## src/rtl/gpx_pkg.sv

```systemverilog
package gpx_pkg;
  localparam int DW      = 8;
  localparam int ADDR_W  = 7;
  localparam int STRAP_W = 3;
  localparam int HI_W    = ADDR_W - STRAP_W;

  typedef enum logic [2:0] {
    ST_IDLE, ST_ADDR, ST_ADDR_ACK, ST_WR, ST_WR_ACK, ST_RD, ST_RD_ACK
  } i2c_st_e;

  typedef enum logic [1:0] {
    SEL_IN  = 2'd0,
    SEL_OUT = 2'd1,
    SEL_POL = 2'd2,
    SEL_DIR = 2'd3
  } reg_sel_e;
endpackage

```

## src/rtl/gpx_sync.sv

```systemverilog
module gpx_sync #(
  parameter int           W       = 1,
  parameter int           STAGES  = 2,
  parameter logic [W-1:0] RST_VAL = '1
) (
  input  logic         clk_i,
  input  logic         rst_ni,
  input  logic [W-1:0] d_i,
  output logic [W-1:0] q_o
);
  logic [STAGES-1:0][W-1:0] pipe_q;

  always_ff @(posedge clk_i or negedge rst_ni) begin
    if (!rst_ni) pipe_q <= {STAGES{RST_VAL}};
    else         pipe_q <= {pipe_q[STAGES-2:0], d_i};
  end

  assign q_o = pipe_q[STAGES-1];
endmodule

```

## src/rtl/gpx_i2c_target.sv

```systemverilog
module gpx_i2c_target
  import gpx_pkg::*;
#(
  parameter logic [HI_W-1:0] ADDR_HI = 4'b0111
) (
  input  logic               clk_i,
  input  logic               rst_ni,
  input  logic               scl_i,
  input  logic               sda_i,
  input  logic [STRAP_W-1:0] strap_i,
  input  logic [DW-1:0]      rd_data_i,
  output logic               sda_oe_o,
  output logic               wr_en_o,
  output logic               wr_cmd_o,
  output logic [DW-1:0]      wr_data_o,
  output logic               cap_o
);
  localparam int CNT_W = $clog2(DW + 1);

  logic scl_q, sda_q;
  logic scl_rise, scl_fall, start_det, stop_det;
  i2c_st_e state_q;
  logic [DW-1:0]    sh_q;
  logic [DW-2:0]    tx_q;
  logic [CNT_W-1:0] cnt_q;
  logic rw_q, first_q;

  always_ff @(posedge clk_i or negedge rst_ni) begin
    if (!rst_ni) begin
      scl_q <= 1'b1;
      sda_q <= 1'b1;
    end else begin
      scl_q <= scl_i;
      sda_q <= sda_i;
    end
  end

  assign scl_rise  = scl_i & ~scl_q;
  assign scl_fall  = ~scl_i & scl_q;
  assign start_det = scl_i & scl_q & sda_q & ~sda_i;
  assign stop_det  = scl_i & scl_q & ~sda_q & sda_i;
  assign wr_data_o = sh_q;

  always_ff @(posedge clk_i or negedge rst_ni) begin
    if (!rst_ni) begin
      state_q  <= ST_IDLE;
      sh_q     <= '0;
      tx_q     <= '0;
      cnt_q    <= '0;
      rw_q     <= 1'b0;
      first_q  <= 1'b0;
      sda_oe_o <= 1'b0;
      wr_en_o  <= 1'b0;
      wr_cmd_o <= 1'b0;
      cap_o    <= 1'b0;
    end else begin
      wr_en_o <= 1'b0;
      cap_o   <= 1'b0;
      if (start_det) begin
        state_q  <= ST_ADDR;
        cnt_q    <= '0;
        sda_oe_o <= 1'b0;
        first_q  <= 1'b1;
      end else if (stop_det) begin
        state_q  <= ST_IDLE;
        sda_oe_o <= 1'b0;
      end else begin
        unique case (state_q)
          ST_ADDR: begin
            if (scl_rise) begin
              sh_q  <= {sh_q[DW-2:0], sda_i};
              cnt_q <= cnt_q + 1'b1;
            end else if (scl_fall && cnt_q == CNT_W'(DW)) begin
              if (sh_q[DW-1:1] == {ADDR_HI, strap_i}) begin
                sda_oe_o <= 1'b1;
                rw_q     <= sh_q[0];
                state_q  <= ST_ADDR_ACK;
              end else begin
                state_q <= ST_IDLE;
              end
            end
          end
          ST_ADDR_ACK: begin
            if (scl_rise) begin
              cap_o <= rw_q;
            end else if (scl_fall) begin
              cnt_q <= '0;
              if (rw_q) begin
                tx_q     <= rd_data_i[DW-2:0];
                sda_oe_o <= ~rd_data_i[DW-1];
                state_q  <= ST_RD;
              end else begin
                sda_oe_o <= 1'b0;
                state_q  <= ST_WR;
              end
            end
          end
          ST_WR: begin
            if (scl_rise) begin
              sh_q  <= {sh_q[DW-2:0], sda_i};
              cnt_q <= cnt_q + 1'b1;
            end else if (scl_fall && cnt_q == CNT_W'(DW)) begin
              sda_oe_o <= 1'b1;
              wr_en_o  <= 1'b1;
              wr_cmd_o <= first_q;
              first_q  <= 1'b0;
              state_q  <= ST_WR_ACK;
            end
          end
          ST_WR_ACK: begin
            if (scl_fall) begin
              sda_oe_o <= 1'b0;
              cnt_q    <= '0;
              state_q  <= ST_WR;
            end
          end
          ST_RD: begin
            if (scl_fall) begin
              if (cnt_q == CNT_W'(DW - 1)) begin
                sda_oe_o <= 1'b0;
                state_q  <= ST_RD_ACK;
              end else begin
                sda_oe_o <= ~tx_q[DW-2];
                tx_q     <= {tx_q[DW-3:0], 1'b0};
                cnt_q    <= cnt_q + 1'b1;
              end
            end
          end
          ST_RD_ACK: begin
            if (scl_rise) begin
              if (!sda_i) cap_o   <= 1'b1;
              else        state_q <= ST_IDLE;
            end else if (scl_fall) begin
              tx_q     <= rd_data_i[DW-2:0];
              sda_oe_o <= ~rd_data_i[DW-1];
              cnt_q    <= '0;
              state_q  <= ST_RD;
            end
          end
          default: state_q <= ST_IDLE;
        endcase
      end
    end
  end


  stop_release_chk: assert property (@(posedge clk_i) disable iff (!rst_ni)
    stop_det |=> !sda_oe_o);

  addr_match_chk: assert property (@(posedge clk_i) disable iff (!rst_ni)
    (state_q == ST_ADDR_ACK) |-> (sh_q[DW-1:1] == {ADDR_HI, strap_i}));

  nack_end_chk: assert property (@(posedge clk_i) disable iff (!rst_ni)
    (state_q == ST_RD_ACK && scl_rise && sda_i) |=> (state_q == ST_IDLE && !sda_oe_o));

  sda_drive_chk: assert property (@(posedge clk_i) disable iff (!rst_ni)
    sda_oe_o |-> (state_q inside {ST_ADDR_ACK, ST_WR_ACK, ST_RD}));
endmodule

```

## src/rtl/gpx_regs.sv

```systemverilog
module gpx_regs
  import gpx_pkg::*;
(
  input  logic          clk_i,
  input  logic          rst_ni,
  input  logic          wr_en_i,
  input  logic          wr_cmd_i,
  input  logic [DW-1:0] wr_data_i,
  input  logic          cap_i,
  input  logic [DW-1:0] pin_i,
  output logic [DW-1:0] rd_data_o,
  output logic [DW-1:0] pin_oe_o,
  output logic          irq_o
);
  reg_sel_e      sel_q;
  logic [DW-1:0] out_q, pol_q, dir_q, cap_q;

  always_ff @(posedge clk_i or negedge rst_ni) begin
    if (!rst_ni) begin
      sel_q <= SEL_IN;
      out_q <= '1;
      pol_q <= '0;
      dir_q <= '1;
      cap_q <= '1;
      irq_o <= 1'b0;
    end else begin
      if (wr_en_i) begin
        if (wr_cmd_i) begin
          sel_q <= reg_sel_e'(wr_data_i[1:0]);
        end else begin
          unique case (sel_q)
            SEL_OUT: out_q <= wr_data_i;
            SEL_POL: pol_q <= wr_data_i;
            SEL_DIR: dir_q <= wr_data_i;
            default: ;
          endcase
        end
      end
      if (cap_i && sel_q == SEL_IN) cap_q <= pin_i;
      irq_o <= |((pin_i ^ cap_q) & dir_q);
    end
  end

  for (genvar i = 0; i < DW; i++) begin : g_pad
    always_ff @(posedge clk_i or negedge rst_ni) begin
      if (!rst_ni) pin_oe_o[i] <= 1'b0;
      else         pin_oe_o[i] <= ~dir_q[i] & ~out_q[i];
    end
  end

  always_comb begin
    unique case (sel_q)
      SEL_IN:  rd_data_o = cap_q ^ pol_q;
      SEL_OUT: rd_data_o = out_q;
      SEL_POL: rd_data_o = pol_q;
      default: rd_data_o = dir_q;
    endcase
  end


  in_wr_ignored_chk: assert property (@(posedge clk_i) disable iff (!rst_ni)
    (wr_en_i && !wr_cmd_i && sel_q == SEL_IN) |=> ($stable(out_q) && $stable(pol_q) && $stable(dir_q)));

  oe_dir_chk: assert property (@(posedge clk_i) disable iff (!rst_ni)
    1'b1 |=> ((pin_oe_o & $past(dir_q)) == '0));

  irq_dir_chk: assert property (@(posedge clk_i) disable iff (!rst_ni)
    ($past(dir_q) == '0) |-> !irq_o);
endmodule

```

## src/rtl/gpio_expander_i2c.sv

```systemverilog
module gpio_expander_i2c
  import gpx_pkg::*;
#(
  parameter logic [HI_W-1:0] ADDR_HI     = 4'b0111,
  parameter int              SYNC_STAGES = 2
) (
  input  logic               clk_i,
  input  logic               rst_ni,
  input  logic               scl_i,
  input  logic               sda_i,
  output logic               sda_oe_o,
  input  logic [STRAP_W-1:0] addr_i,
  input  logic [DW-1:0]      pin_i,
  output logic [DW-1:0]      pin_oe_o,
  output logic               int_oe_o
);
  logic          scl_s, sda_s;
  logic [DW-1:0] pin_s, rd_data, wr_data;
  logic          wr_en, wr_cmd, cap;

  gpx_sync #(.W(2), .STAGES(SYNC_STAGES), .RST_VAL(2'b11)) u_bus_sync (
    .clk_i (clk_i),
    .rst_ni(rst_ni),
    .d_i   ({scl_i, sda_i}),
    .q_o   ({scl_s, sda_s})
  );

  gpx_sync #(.W(DW), .STAGES(SYNC_STAGES), .RST_VAL('1)) u_pin_sync (
    .clk_i (clk_i),
    .rst_ni(rst_ni),
    .d_i   (pin_i),
    .q_o   (pin_s)
  );

  gpx_i2c_target #(.ADDR_HI(ADDR_HI)) u_target (
    .clk_i    (clk_i),
    .rst_ni   (rst_ni),
    .scl_i    (scl_s),
    .sda_i    (sda_s),
    .strap_i  (addr_i),
    .rd_data_i(rd_data),
    .sda_oe_o (sda_oe_o),
    .wr_en_o  (wr_en),
    .wr_cmd_o (wr_cmd),
    .wr_data_o(wr_data),
    .cap_o    (cap)
  );

  gpx_regs u_regs (
    .clk_i    (clk_i),
    .rst_ni   (rst_ni),
    .wr_en_i  (wr_en),
    .wr_cmd_i (wr_cmd),
    .wr_data_i(wr_data),
    .cap_i    (cap),
    .pin_i    (pin_s),
    .rd_data_o(rd_data),
    .pin_oe_o (pin_oe_o),
    .irq_o    (int_oe_o)
  );
endmodule

```

## config.mk

```make
export PLATFORM = sky130hd
export DESIGN_NAME = gpio_expander_i2c
export DESIGN_NICKNAME = d
export VERILOG_FILES = /design/src/rtl/gpx_pkg.sv /design/src/rtl/gpx_sync.sv /design/src/rtl/gpx_i2c_target.sv /design/src/rtl/gpx_regs.sv /design/src/rtl/gpio_expander_i2c.sv
export SDC_FILE = /design/constraint.sdc
export NUM_CORES = 1
export LEC_CHECK = 0
export ABC_AREA = 1
export BUFFER_PORTS_ARGS = -buffer_cell sky130_fd_sc_hd__buf_2
export CORE_UTILIZATION = 40
export CTS_CLUSTER_SIZE = 14
export DETAILED_ROUTE_END_ITERATION = 10
export GPL_ROUTABILITY_DRIVEN = 0
export GPL_TIMING_DRIVEN = 1
export PLACE_DENSITY = 0.55
export SYNTH_ARGS = -nofsm -noshare
export SYNTH_HDL_FRONTEND = slang
export SYNTH_SLANG_ARGS = --single-unit
export TNS_END_PERCENT = 30
```

## constraint.sdc

```tcl
create_clock -name clk_i -period 1.7 [get_ports clk_i]
set_clock_uncertainty 0.15 [all_clocks]
set_input_delay 0.255 -clock clk_i [delete_from_list [all_inputs] [get_ports clk_i]]
set_output_delay 0.255 -clock clk_i [all_outputs]
set_load 0.05 [all_outputs]
```

==> reports/metrics.yaml <==
global_routing:
  grt_first_pass_wirelength_mm: 16.7
  grt.total_usage: 0.198
  grt_pass1_vias: 3338
  overflow: 0
  antenna_found_initial: 0
  grt_max_degree: 32
floorplanning:
  rows: 37
  coreArea_um2: 10300
  start_util: 0.411
  die_w_um: 105
  die_y_um: 105
  die_area_um2: 11000
  ios: 25
drt:
  drc: 0
  final_antenna_net_count: 0
  wl_per_cell_um: 13.7
  first_pass_iters: 5
  totalWireLength_mm: 9.92
  vias: 3516
  drt_iter0_drc: 190
  via_per_inst: 4.87
timing:
  fmax_mhz: 570
  tightestPinTransition_ns: 0.422
  post-route-period-util: 1.03
  rsz0062_at_grt: "yes"
  finalSetupTns_ns: -0.145
  fin_crit_ns: 1.75
  worst_slack_ns: -0.0542
  setup_viol: 3
  max-slew-margin-rel: 0.711
  hold_viol: 0
  slew_violations: 0
worst_setup_path:
  end_kind: "register"
  cp_top_family: "simple AND/OR/NAND/NOR gates"
  cpMaxStageDelayCell: "dfstp_2"
  crit_chain: "inv_2 > nor2_4 > nand3_2 > nand3_1 > nand2_1 > nor2_2 > nand2_2 > nand2_1 > nand2_1"
  crit_arrival_ns: 1.86
  path_max_fanout: 4
  crit_required_ns: 1.81
  critPathKind: "register to register"
  startpoint_type: "register"
  cp_num_buf_inv: 1
  worst_path_most_repeated_cell: "nand2_1"
  r2r_slack_ns: -0.05
  cpPeakStageDelay_ns: 0.57
logic_synthesis:
  synth.most_common_cell: "nand2_1"
  synth_ff_type: "dfrtp_1"
  synthTopCellsByCount: "nand2_1 (164), inv_1 (63), o21ai_0 (57)"
  synth-seq-area-share: 0.562
  yosysWarnings: 0
  synth_top_area_share: 0.285
  synthArstFlopShare: 1.00
  avgSynthCellArea_um2: 8.33
  synth_cell_type_count: 27
  synth-seq-cells: 93
  synth_cells: 510
  synth-edff-count: 0
  yosysTopAreaCell: "dfstp_2"
  syn_area_um2: 4250
  synth_nets: 527
  synth_area_leaders: "dfstp_2 (28%), dfrtp_1 (28%), nand2_1 (14%)"
clock_network:
  clkTransAtPathRegs_ns: 0.09
  clk_path_buf_depth: 2
  cts_sinks: 93
  clkLatencyLatePin_ns: 0.37
  root_buffer: "clkbuf_8"
  numCtsBuffers: 9
  cts_tree: "done"
  cts-htree-levels: 3
placed_design:
  dp_hpwl_mm: 7.02
  pre_cts_ws_ns: -0.0539
  dp_cells: 688
  portBuffers: 24
final_layout:
  multi_input_area_um2: 1720
  drive_above_1_share: 0.300
  seqCellArea_um2: 2390
  antenna_cells: 0
  layout.cells.non_filler: 722
  area_growth_pct: 23.3
  fin_nets: 598
  nFillCells: 1001
status:
  violations: "setup timing"
  outcome: "complete, but fails checks"
power:
  leakage_uw: 0.00233
  peakVddDrop_mv: 0.413
  powerDensity_nw_per_um2: 793
hold_path:
  hold_class: "input port to async pin"
run:
  maxCapViolCount: 0
-- timing repair --
item / 4_1_cts / 5_1_grt
buffers inserted: 1 / 5
endpoints found under the hold margin: 63 / 0
hold buffers: 11 / 0
pin swaps: 2 / 19
setup endpoints to repair: 15 / 21
gates cloned: 1 / 0
resized for setup: 14 / 41
-- power breakdown --
part           total [uW]  internal (uW)  switching, uW  leakage (uW)
Sequential           2390           2320           68.4       0.00107
Clock                1410            617            794     0.0000852
Combinational         356            138            218       0.00117
-- path summary, 6_finish.rpt --
path | startpoint | to | cells after the start
max | u_target.scl_q | u_target.state_q[0] | 9
min | rst_ni | u_regs.pol_q[4] | 2
min in group clk_i | u_bus_sync.pipe_q[0] | u_bus_sync.q_o[0] | 0
max in group asynchronous | rst_ni | u_pin_sync.pipe_q[6] | 3
max reg2reg | u_target.scl_q | u_target.state_q[0] | 9
min reg2reg | u_bus_sync.pipe_q[0] | u_bus_sync.q_o[0] | 0
-- per-layer routing --
| layer | track usage | up-vias | share of wire |
|---|---|---|---|
| met5 | 0 | - | 0 |
| met4 | 0.106 | 0 | 0.022 |
| met3 | 0.0306 | 15 | 0.037 |
| met2 | 0.289 | 86 | 0.45 |
| met1 | 0.282 | 1661 | 0.49 |
| li1 | - | 1754 | - |
-- layout by cell type (no fill, tap or decap), drive strengths merged, types with 11 or more instances in the layout --
master       synthesis  layout
nand2              168     168
nor2                45      46
dfstp               46      46
dfrtp               47      47
clkbuf               4      12
inv                 70      71
o21ai               59      59
buf                  3      55
dlygate4sd3          0      11
nand3               32      32
-- cell type report --
| class | count | share of cell area |
|---|---|---|
| sequential | 93 | 0.457 |
| tap | 136 | 0.0325 |
| timing repair buffer | 66 | 0.0944 |
| inverter | 70 | 0.0516 |
| clock buffer | 12 | 0.0296 |
| clock inverter | 4 | 0.00598 |
| multi-input combinational | 341 | 0.329 |
-- cell families after synthesis --
group                    Yosys count  share of synthesized area
AND/OR/NAND/NOR                  263                      0.268
flip-flops                        93                      0.562
buffers and inverters             77                     0.0689
AO/OA/AOI/OAI                     73                     0.0910
XOR/XNOR                           2                    0.00413
adder cells (fa/ha/maj)            2                    0.00589
-- per-stage QoR --
step	util	power [uW]	hold WS, ns	area, um^2
global route	0.507	4350	0.205	5240
floorplan	-	2580	-0.191	4250
finish	0.507	4150	0.193	5240
global placement	0.457	2720	0.0523	4720
detailed placement	0.457	2730	0.0501	4720
CTS	0.492	4190	0.187	5080
-- registers in the layout (all words and copies together), names as in the netlist, 7 cells and up --
signal / count
u_regs.dir_q: 8
u_target.wr_data_o: 8
u_regs.cap_q: 8
u_regs.pin_oe_o: 8
u_pin_sync.pipe_q: 8
u_regs.pol_q: 8
u_pin_sync.q_o: 8
u_regs.out_q: 8
u_target.tx_q: 7
Note: power is estimated with default switching activity, not from simulation.
